## src/rtl/mau_pkg.sv

```systemverilog
package mau_pkg;
  localparam int unsigned MAU_MAX_LANES = 16;

  // number of set bits of m strictly below position upto
  function automatic int unsigned mau_ones_below(input logic [MAU_MAX_LANES-1:0] m,
                                                 input int unsigned upto);
    int unsigned cnt;
    cnt = 0;
    for (int unsigned i = 0; i < MAU_MAX_LANES; i++) begin
      if (i < upto && m[i]) cnt = cnt + 1;
    end
    return cnt;
  endfunction
endpackage

```

## src/rtl/mau_rank.sv

```systemverilog
module mau_rank #(
  parameter int unsigned LANES = 8,
  localparam int unsigned IW = (LANES > 1) ? $clog2(LANES) : 1,
  localparam int unsigned CW = $clog2(LANES + 1)
) (
  input  logic [LANES-1:0]    mask,
  output logic [LANES*IW-1:0] rank,
  output logic [CW-1:0]       count
);
  import mau_pkg::*;

  logic [MAU_MAX_LANES-1:0] mask_wide;
  assign mask_wide = MAU_MAX_LANES'(mask);

  for (genvar j = 0; j < LANES; j++) begin : g_rank
    assign rank[j*IW +: IW] = IW'(mau_ones_below(mask_wide, j));
  end

  assign count = CW'(mau_ones_below(mask_wide, LANES));
endmodule

```

## src/rtl/mau_route.sv

```systemverilog
module mau_route #(
  parameter int unsigned LANES = 8,
  parameter int unsigned DW    = 12,
  localparam int unsigned IW = (LANES > 1) ? $clog2(LANES) : 1
) (
  input  logic [LANES*DW-1:0] data,
  input  logic [LANES-1:0]    mask,
  input  logic [LANES*IW-1:0] rank,
  input  logic                inverse,
  output logic [LANES*DW-1:0] routed
);
  logic [LANES*DW-1:0] packed_line;
  logic [LANES*DW-1:0] spread_line;

  for (genvar k = 0; k < LANES; k++) begin : g_pack
    logic [DW-1:0] acc;
    always_comb begin
      acc = '0;
      for (int j = 0; j < LANES; j++) begin
        if (mask[j] && rank[j*IW +: IW] == IW'(k)) acc = acc | data[j*DW +: DW];
      end
    end
    assign packed_line[k*DW +: DW] = acc;
  end

  for (genvar j = 0; j < LANES; j++) begin : g_spread
    logic [IW-1:0] src;
    assign src = rank[j*IW +: IW];
    assign spread_line[j*DW +: DW] = mask[j] ? data[src*DW +: DW] : '0;
  end

  assign routed = inverse ? spread_line : packed_line;
endmodule

```

## src/rtl/mau_stage.sv

```systemverilog
module mau_stage #(
  parameter int unsigned W = 8
) (
  input  logic         clk,
  input  logic         rst_n,
  input  logic         valid_i,
  output logic         ready_o,
  input  logic [W-1:0] d,
  output logic         valid_o,
  input  logic         ready_i,
  output logic [W-1:0] q
);
  logic         full_q;
  logic [W-1:0] hold_q;

  assign ready_o = !full_q || ready_i;
  assign valid_o = full_q;
  assign q       = hold_q;

  always_ff @(posedge clk or negedge rst_n) begin
    if (!rst_n) begin
      full_q <= 1'b0;
      hold_q <= '0;
    end else begin
      if (ready_o) full_q <= valid_i;
      if (valid_i && ready_o) hold_q <= d;
    end
  end
endmodule

```

## src/rtl/mask_align_unit.sv

```systemverilog
module mask_align_unit #(
  parameter int unsigned LANES = 8,
  parameter int unsigned DW    = 12,
  localparam int unsigned IW = (LANES > 1) ? $clog2(LANES) : 1,
  localparam int unsigned CW = $clog2(LANES + 1),
  localparam int unsigned PW = CW + 1 + LANES + LANES*DW
) (
  input  logic                clk,
  input  logic                rst_n,
  input  logic                in_valid,
  output logic                in_ready,
  input  logic [LANES*DW-1:0] in_data,
  input  logic [LANES-1:0]    in_mask,
  input  logic                in_inverse,
  output logic                out_valid,
  input  logic                out_ready,
  output logic [LANES*DW-1:0] out_data,
  output logic [CW-1:0]       out_count
);
  logic [LANES*IW-1:0] line_rank;
  logic [CW-1:0]       line_count;
  logic [LANES*DW-1:0] line_routed;
  logic [PW-1:0]       stage_d;
  logic [PW-1:0]       stage_q;

  // named events and held state for the checker
  logic                take_line;
  logic [LANES-1:0]    held_mask;
  logic                held_inverse;

  mau_rank #(.LANES(LANES)) u_rank (
    .mask  (in_mask),
    .rank  (line_rank),
    .count (line_count)
  );

  mau_route #(.LANES(LANES), .DW(DW)) u_route (
    .data    (in_data),
    .mask    (in_mask),
    .rank    (line_rank),
    .inverse (in_inverse),
    .routed  (line_routed)
  );

  assign stage_d = {line_count, in_inverse, in_mask, line_routed};

  mau_stage #(.W(PW)) u_stage (
    .clk     (clk),
    .rst_n   (rst_n),
    .valid_i (in_valid),
    .ready_o (in_ready),
    .d       (stage_d),
    .valid_o (out_valid),
    .ready_i (out_ready),
    .q       (stage_q)
  );

  assign take_line    = in_valid && in_ready;
  assign out_data     = stage_q[LANES*DW-1:0];
  assign held_mask    = stage_q[LANES*DW +: LANES];
  assign held_inverse = stage_q[LANES*DW + LANES];
  assign out_count    = stage_q[PW-1 -: CW];
endmodule

```

## config.mk

```make
export PLATFORM = sky130hd
export DESIGN_NAME = mask_align_unit
export DESIGN_NICKNAME = d
export VERILOG_FILES = /design/src/rtl/mau_pkg.sv /design/src/rtl/mau_rank.sv /design/src/rtl/mau_route.sv /design/src/rtl/mau_stage.sv /design/src/rtl/mask_align_unit.sv
export SDC_FILE = /design/constraint.sdc
export NUM_CORES = 1
export LEC_CHECK = 0
export BUFFER_PORTS_ARGS = -buffer_cell sky130_fd_sc_hd__buf_4
export CORE_AREA = 2 2 177 179
export DETAILED_ROUTE_END_ITERATION = 12
export DIE_AREA = 0 0 179 181
export PLACE_DENSITY = 0.81
export SYNTH_ARGS = -nofsm -noshare
export SYNTH_HDL_FRONTEND = slang
export SYNTH_HIERARCHICAL = 1
export SYNTH_SLANG_ARGS = --single-unit
```

## constraint.sdc

```tcl
create_clock -name clk -period 1.4 [get_ports clk]
set_clock_uncertainty 0.1 [all_clocks]
set_input_delay 0.14 -clock clk [delete_from_list [all_inputs] [get_ports clk]]
set_output_delay 0.14 -clock clk [all_outputs]
set_load 0.005 [all_outputs]
```

== Word-level counts from Yosys, hierarchy flattened ==
Index checks and enable logic that the tools add are counted.

* Register bits: 110
* Input bits: 109
* Output and inout bits: 102
* Word-level logic and storage cells: 260

* $add $sub $neg: 7
* $mul: 7
* Eq/ne operators: 49
* Shift-type cells: 7
* Mux-type cells: 73
* Bitwise logic cells: 49
* Reductions and logical operators: 66

{| class="wikitable"
|+ Operators by type and width
! operator !! count
|-
| two-way mux 12 bit || 64
|-
| indexed part select 96 x 8 -> 12 bit || 7
|-
| bitwise OR 12 bit || 49
|-
| two-way mux 96 bit || 1
|-
| equality test 3 bit (second input constant) || 20
|-
| logical AND 1 bit || 57
|-
| equality test 3 x 2 -> 1 bit (second input constant) || 10
|-
| multiplier 3 x 2 -> 5 bit (second input constant) || 5
|-
| two-way mux 4 bit || 6
|-
| logical NOT 3 bit || 7
|-
| adder 4 x 1 -> 4 bit (second input constant) || 5
|-
| equality test 3 x 1 -> 1 bit (second input constant) || 5
|-
| equality test 1 x 3 -> 1 bit (second input constant) || 4
|-
| equality test 2 x 3 -> 1 bit (second input constant) || 4
|-
| equality test 1 x 2 -> 1 bit (second input constant) || 2
|-
| equality test 2 bit (second input constant) || 2
|-
| multiplier 2 x 2 -> 4 bit (second input constant) || 1
|-
| adder 2 x 1 -> 3 bit (second input constant) || 1
|-
| multiplier 1 x 2 -> 3 bit (second input constant) || 1
|-
| adder 1 x 1 -> 2 bit (second input constant) || 1
|-
| equality test 2 x 1 -> 1 bit (second input constant) || 1
|-
| two-way mux 2 bit || 1
|-
| equality test 1 bit (second input constant) || 1
|-
| logical NOT 1 bit || 1
|-
| other kinds (2) || 2
|}

== Depth between registers and ports, before layout ==
* Depth after elaboration: 17
* Gate-level depth with buffers: 22
* Gate-level depth less buffers: 20

== Modules after synthesis ==
The synthesis kept the hierarchy.

{| class="wikitable"
|+ By module, submodules not included
! module !! times used !! cells an instance !! area an instance (µm²) !! sequential area each (µm²)
|-
| mau_route || 1 || 1282 || 11574.9 || 0.0
|-
| mau_stage || 1 || 233 || 4116.4 || 2752.6
|-
| mau_rank || 1 || 110 || 825.8 || 0.0
|}

== Least setup slack after synthesis ==
OpenSTA, ideal clock, no wires.

* Path kind: input to register
* Start point: in in_mask[0]
* End point: reg u_stage.hold_q[86] (netlist: u_stage/q[86])
* Setup time: 125 ps
* Arrival time: 4446 ps
* Required time: 1175 ps
* Setup slack: -3270 ps
* Cell stages on the path: 19
* Buffers on the path: 2
* Cells stage by stage: inv_1 > ha_1 > xnor2_4 > inv_2 > ha_1 > and3b_1 > nand2_1 > o21ai_0 > or2_2 > ha_1 > or2_0 > a32o_1 > nor2_1 > buf_4 > clkbuf_1 > mux4_2 > mux2i_1 > o22ai_1 > mux2_2

* Word-level cells in the longest chain between the ends: 17
* Elaborated cells on any way between the ends: 44
* Classes of those cells: 6 x add/sub; 1 x mul; 7 x eq/ne; 1 x shift; 16 x mux; 6 x bitwise; 7 x reduce/logical

{| class="wikitable"
|+ RTL lines
! item !! RTL line !! source
|-
| start: declaration || mask_align_unit.sv:13 || <nowiki>input logic [LANES-1:0] in_mask,</nowiki>
|-
| two-way mux 1 bit * || mau_pkg.sv:10 || <nowiki>if (i < upto && m[i]) cnt = cnt + 1;</nowiki>
|-
| adder 1 x 1 -> 2 bit || mau_pkg.sv:10 ||
|-
| two-way mux 2 bit * || n/a ||
|-
| named net line_rank[6] || mask_align_unit.sv:20 || <nowiki>logic [LANES*IW-1:0] line_rank;</nowiki>
|-
| adder 2 x 1 -> 3 bit || mau_pkg.sv:10 ||
|-
| two-way mux 4 bit * || n/a ||
|-
| named net line_rank[9] || mask_align_unit.sv:20 ||
|-
| adder 4 x 1 -> 4 bit || mau_pkg.sv:10 ||
|-
| (+3 left out) || n/a ||
|-
| named net line_rank[16] || mask_align_unit.sv:20 ||
|-
| (+2 left out) || n/a ||
|-
| adder 4 x 1 -> 4 bit || mau_pkg.sv:10 ||
|-
| two-way mux 4 bit * || n/a ||
|-
| named net line_rank[22] || mask_align_unit.sv:20 ||
|-
| multiplier 3 x 2 -> 5 bit or equality test 3 bit (tied branches) || mau_route.sv:29, mau_route.sv:20 ||
|-
| indexed part select 96 x 8 -> 12 bit or logical AND 1 bit (tied branches) || mau_route.sv:29, mau_route.sv:20 ||
|-
| two-way mux 12 bit, on equally long branches || mau_route.sv:29, mau_route.sv:20 ||
|-
| two-way mux 96 bit * || mau_route.sv:32 || <nowiki>assign routed = inverse ? spread_line : packed_line;</nowiki>
|-
| named net line_routed[86] || mask_align_unit.sv:22 || <nowiki>logic [LANES*DW-1:0] line_routed;</nowiki>
|-
| end signal: assignment || mau_stage.sv:23 || <nowiki>hold_q <= '0;</nowiki>
|-
| end signal: assignment || mau_stage.sv:26 || <nowiki>if (valid_i && ready_o) hold_q <= d;</nowiki>
|-
| end: declaration || mau_stage.sv:14 || <nowiki>logic [W-1:0] hold_q;</nowiki>
|}

The timed path passes the listed nets; every way through them passes the cells marked *.
A chain may end at the register's enable or synchronous reset.

== Worst setup path in the final report ==
* Start point: in in_mask[1]
* End point: reg u_stage.hold_q[68] (netlist: u_stage/q[68])

* Word-level cells in the longest chain between the ends: 15
* Elaborated cells on any way between the ends: 41
* Classes of those cells: 5 x add/sub; 1 x mul; 6 x eq/ne; 1 x shift; 15 x mux; 6 x bitwise; 7 x reduce/logical

{| class="wikitable"
|+ RTL lines
! item !! RTL line !! source
|-
| two-way mux 2 bit * || n/a ||
|-
| named net line_rank[6] || mask_align_unit.sv:20 ||
|-
| adder 2 x 1 -> 3 bit || mau_pkg.sv:10 ||
|-
| two-way mux 4 bit * || n/a ||
|-
| named net line_rank[9] || mask_align_unit.sv:20 ||
|-
| adder 4 x 1 -> 4 bit || mau_pkg.sv:10 ||
|-
| two-way mux 4 bit * || n/a ||
|-
| adder 4 x 1 -> 4 bit || mau_pkg.sv:10 ||
|-
| (+1 left out) || n/a ||
|-
| named net line_rank[16] || mask_align_unit.sv:20 ||
|-
| (+2 left out) || n/a ||
|-
| adder 4 x 1 -> 4 bit || mau_pkg.sv:10 ||
|-
| two-way mux 4 bit * || n/a ||
|-
| named net line_rank[22] || mask_align_unit.sv:20 ||
|-
| equality test 3 bit * || mau_route.sv:20 || <nowiki>if (mask[j] && rank[j*IW +: IW] == IW'(k)) acc = acc | data[j*DW +: DW];</nowiki>
|-
| logical AND 1 bit * || mau_route.sv:20 ||
|-
| two-way mux 12 bit * || mau_route.sv:20 ||
|-
| two-way mux 96 bit * || mau_route.sv:32 ||
|-
| named net line_routed[68] || mask_align_unit.sv:22 ||
|}

Marks and branches as above.

==> impl_metrics.ini <==
[layout]
num-nets-final = 2159
finish.utilization_pct = 76.2
instances_no_fill = 2444
diodes = 0
drive_gt1_share_pct = 57.9
syn2layout_area_growth_pct = 43.1

[critical_path]
cp.required_ns = 1.57
crit_path_cell_trace = buf_12 > inv_12 > ha_4 > xnor2_4 > inv_4 > ha_4 > and3b_2 > nand2_2 > o21ai_2 > or2_4 > ha_4 > or2_0 > a32o_2 > nor2_4 > and4b_4 > buf_12 > a22oi_2 > o221ai_2 > nor2_2 > o22ai_2 > mux2_4
crit_arrival_ns = 4.05
ff2ff_path_depth = 4
critPathMaxFanout = 7
end_kind = flop
cp_common_cell = ha_4
critPathMaxStageDelay_ns = 0.31
crit_path_start_kind = primary input
crit_cells = 21
path_class = in -> reg
cp_num_buf_inv = 4
critPathTopFamily = simple AND/OR/NAND/NOR gates
slowest_stage = and4b_4

[route]
first_pass_iters = 7
vias = 19900
wl_mm = 84.4
drc_errors = 0
routed_via_density = 8.14
detail-route-antenna-nets = 0
drt_iter0_drc = 3589
wire_per_inst_um = 34.5

[grt]
grt_pass1_vias = 19800
grt_usage_pct = 51.4
grtUsageMet3_pct = 14.8
busiest_layer = met2
grt_pass1_wl_mm = 124
grt_overflow = 0
use_met2_pct = 79.3
antenna_found_initial = 1
met1_usage_pct = 60.1
grt_max_degree = 52

[status]
status = complete, but fails checks
violations = slew limit, setup timing

[placed_design]
place.gp.congestion = 1.06
placedCellCount = 2399
numPortBuffers = 210
dp_hpwl_mm = 61.4

[cts]
numClockSinks = 101
clkTransAtPathRegs_ns = 0.07
cts_buffers = 9
ctsLongestPathBuffers = 2
insertion_delay_ns = 0.39
cts_max_level = 3
root_buffer = clkbuf_16
cts_tree = yes

[yosys]
yosys_warnings = 6
syn_area_sq_mm = 0.0162
syn_inst = 1607
avgSynthCellArea_sq_um = 10.1

[die]
die_w_um = 179
initial_core_util_pct = 53.2
core_area_sq_mm = 0.0303
rows = 64
ioPinCount = 211
die_area_sq_mm = 0.0324
die_h_um = 181

[timing]
finalSetupViolations = 101
final-hold-violation-count = 0
finalMaxSlewViolations = 13
fmax_mhz = 258
min_period_over_period_pct = 277
rsz0062_at_grt = true
worst_slew_pin_slew_ns = 1.86
slew_headroom_pct = -25.1
setup_ws_ns = -2.47
period_needed_ns = 3.87

[min_path]
min_path_type = in -> reg
holdPathStages = 4

[run]
drv_cap = 0

[power_and_ir_drop]
p_leak_uw = 0.00951
peakVddDrop_uv = 728
powerDensity_mw_per_mm2 = 976
layer usage:
metal  wire length, um  up-vias
li1                  -     7601
met1             27000     9515
met2             37400     2114
met3             11600      676
met4              8430        0
met5                 0        -
through the flow:
step / worst slack, ns / hold WS [ns] / cell area, sq um / power (uW) / setup TNS [ns]
2_1_floorplan: -2.53 / -0.256 / 16800 / 12300 / -237.36
3_3_place_gp: -2.95 / -0.0399 / 21400 / 17300 / -276.27
3_5_place_dp: -2.97 / -0.0351 / 21400 / 17700 / -279.34
4_1_cts: -2.33 / 0.0744 / 22700 / 21300 / -219.57
5_1_grt: -2.52 / 0.0717 / 23100 / 23300 / -236.54
6_report: -2.47 / 0.0725 / 23100 / 22600 / -230.08
report_power, final:
part	leakage [uW]	switching, uW	internal [uW]
clock	0.000132	1390	1380
sequential	0.00131	614	3690
combinational	0.00807	7350	8150
sequential cells by signal, indices dropped and copies added (netlist names):
name,cells
u_stage/q,100
u_stage/valid_o,1
worst paths after layout:
| path | from | endpoint | slack [ns] |
|---|---|---|---|
| worst max-delay path | in_mask[1] | u_stage/q[68]$_DFFE_PN0P_ | -2.47 |
| worst min-delay path | out_ready | u_stage/valid_o$_DFFE_PN0P_ | 0.07 |
| worst max register to register | u_stage/valid_o$_DFFE_PN0P_ | u_stage/q[89]$_DFFE_PN0P_ | -0.20 |
| max in group asynchronous | rst_n | u_stage/q[56]$_DFFE_PN0P_ | 0.43 |
| min in group asynchronous | rst_n | u_stage/q[27]$_DFFE_PN0P_ | 0.12 |
| worst min register to register | u_stage/q[31]$_DFFE_PN0P_ | u_stage/q[31]$_DFFE_PN0P_ | 0.41 |
cell usage in the layout (no fill, tap or decap), types with 10 or more instances in the layout:
master	n
nor2_1	25
nor3_1	10
mux2_4	30
a31oi_1	10
a221o_1	41
mux4_2	174
o221ai_2	10
buf_4	592
and3_1	17
a21oi_1	10
buf_6	20
a221oi_2	22
nor3_2	36
a31o_1	18
nand2b_1	17
mux2i_1	119
o22ai_1	134
a22oi_1	92
buf_12	52
nand2_1	82
dfrtp_1	101
mux2_2	72
a22oi_2	37
clkbuf_16	10
and4b_1	12
a22o_1	83
o22ai_2	19
nand3b_1	12
worst min-delay path, delay by kind of cell:
family,cells,cell delay (ns)
buf+inv,2,0.19
simple gates,2,0.19
layout make-up:
type | count | area (sq um)
Clock buffer | 11 | 233
Sequential cell | 101 | 2530
Fill cell | 1974 | 7220
Inverter | 9 | 48.8
Multi-Input combinational cell | 1252 | 13900
Timing Repair Buffer | 671 | 5860
Tap cell | 396 | 495
Clock inverter | 4 | 50.0
repair_timing:
action / 4_1_cts / 5_1_grt
cloned: 4 / 1
hold buffers: 2 / 0
setup endpoints to repair: 100 / 101
pin swaps: 40 / 24
endpoints found under the hold margin: 102 / 0
resized for setup: 141 / 64
setup buffers: 12 / 11
No activity file was read; power rests on OpenSTA's default activity.
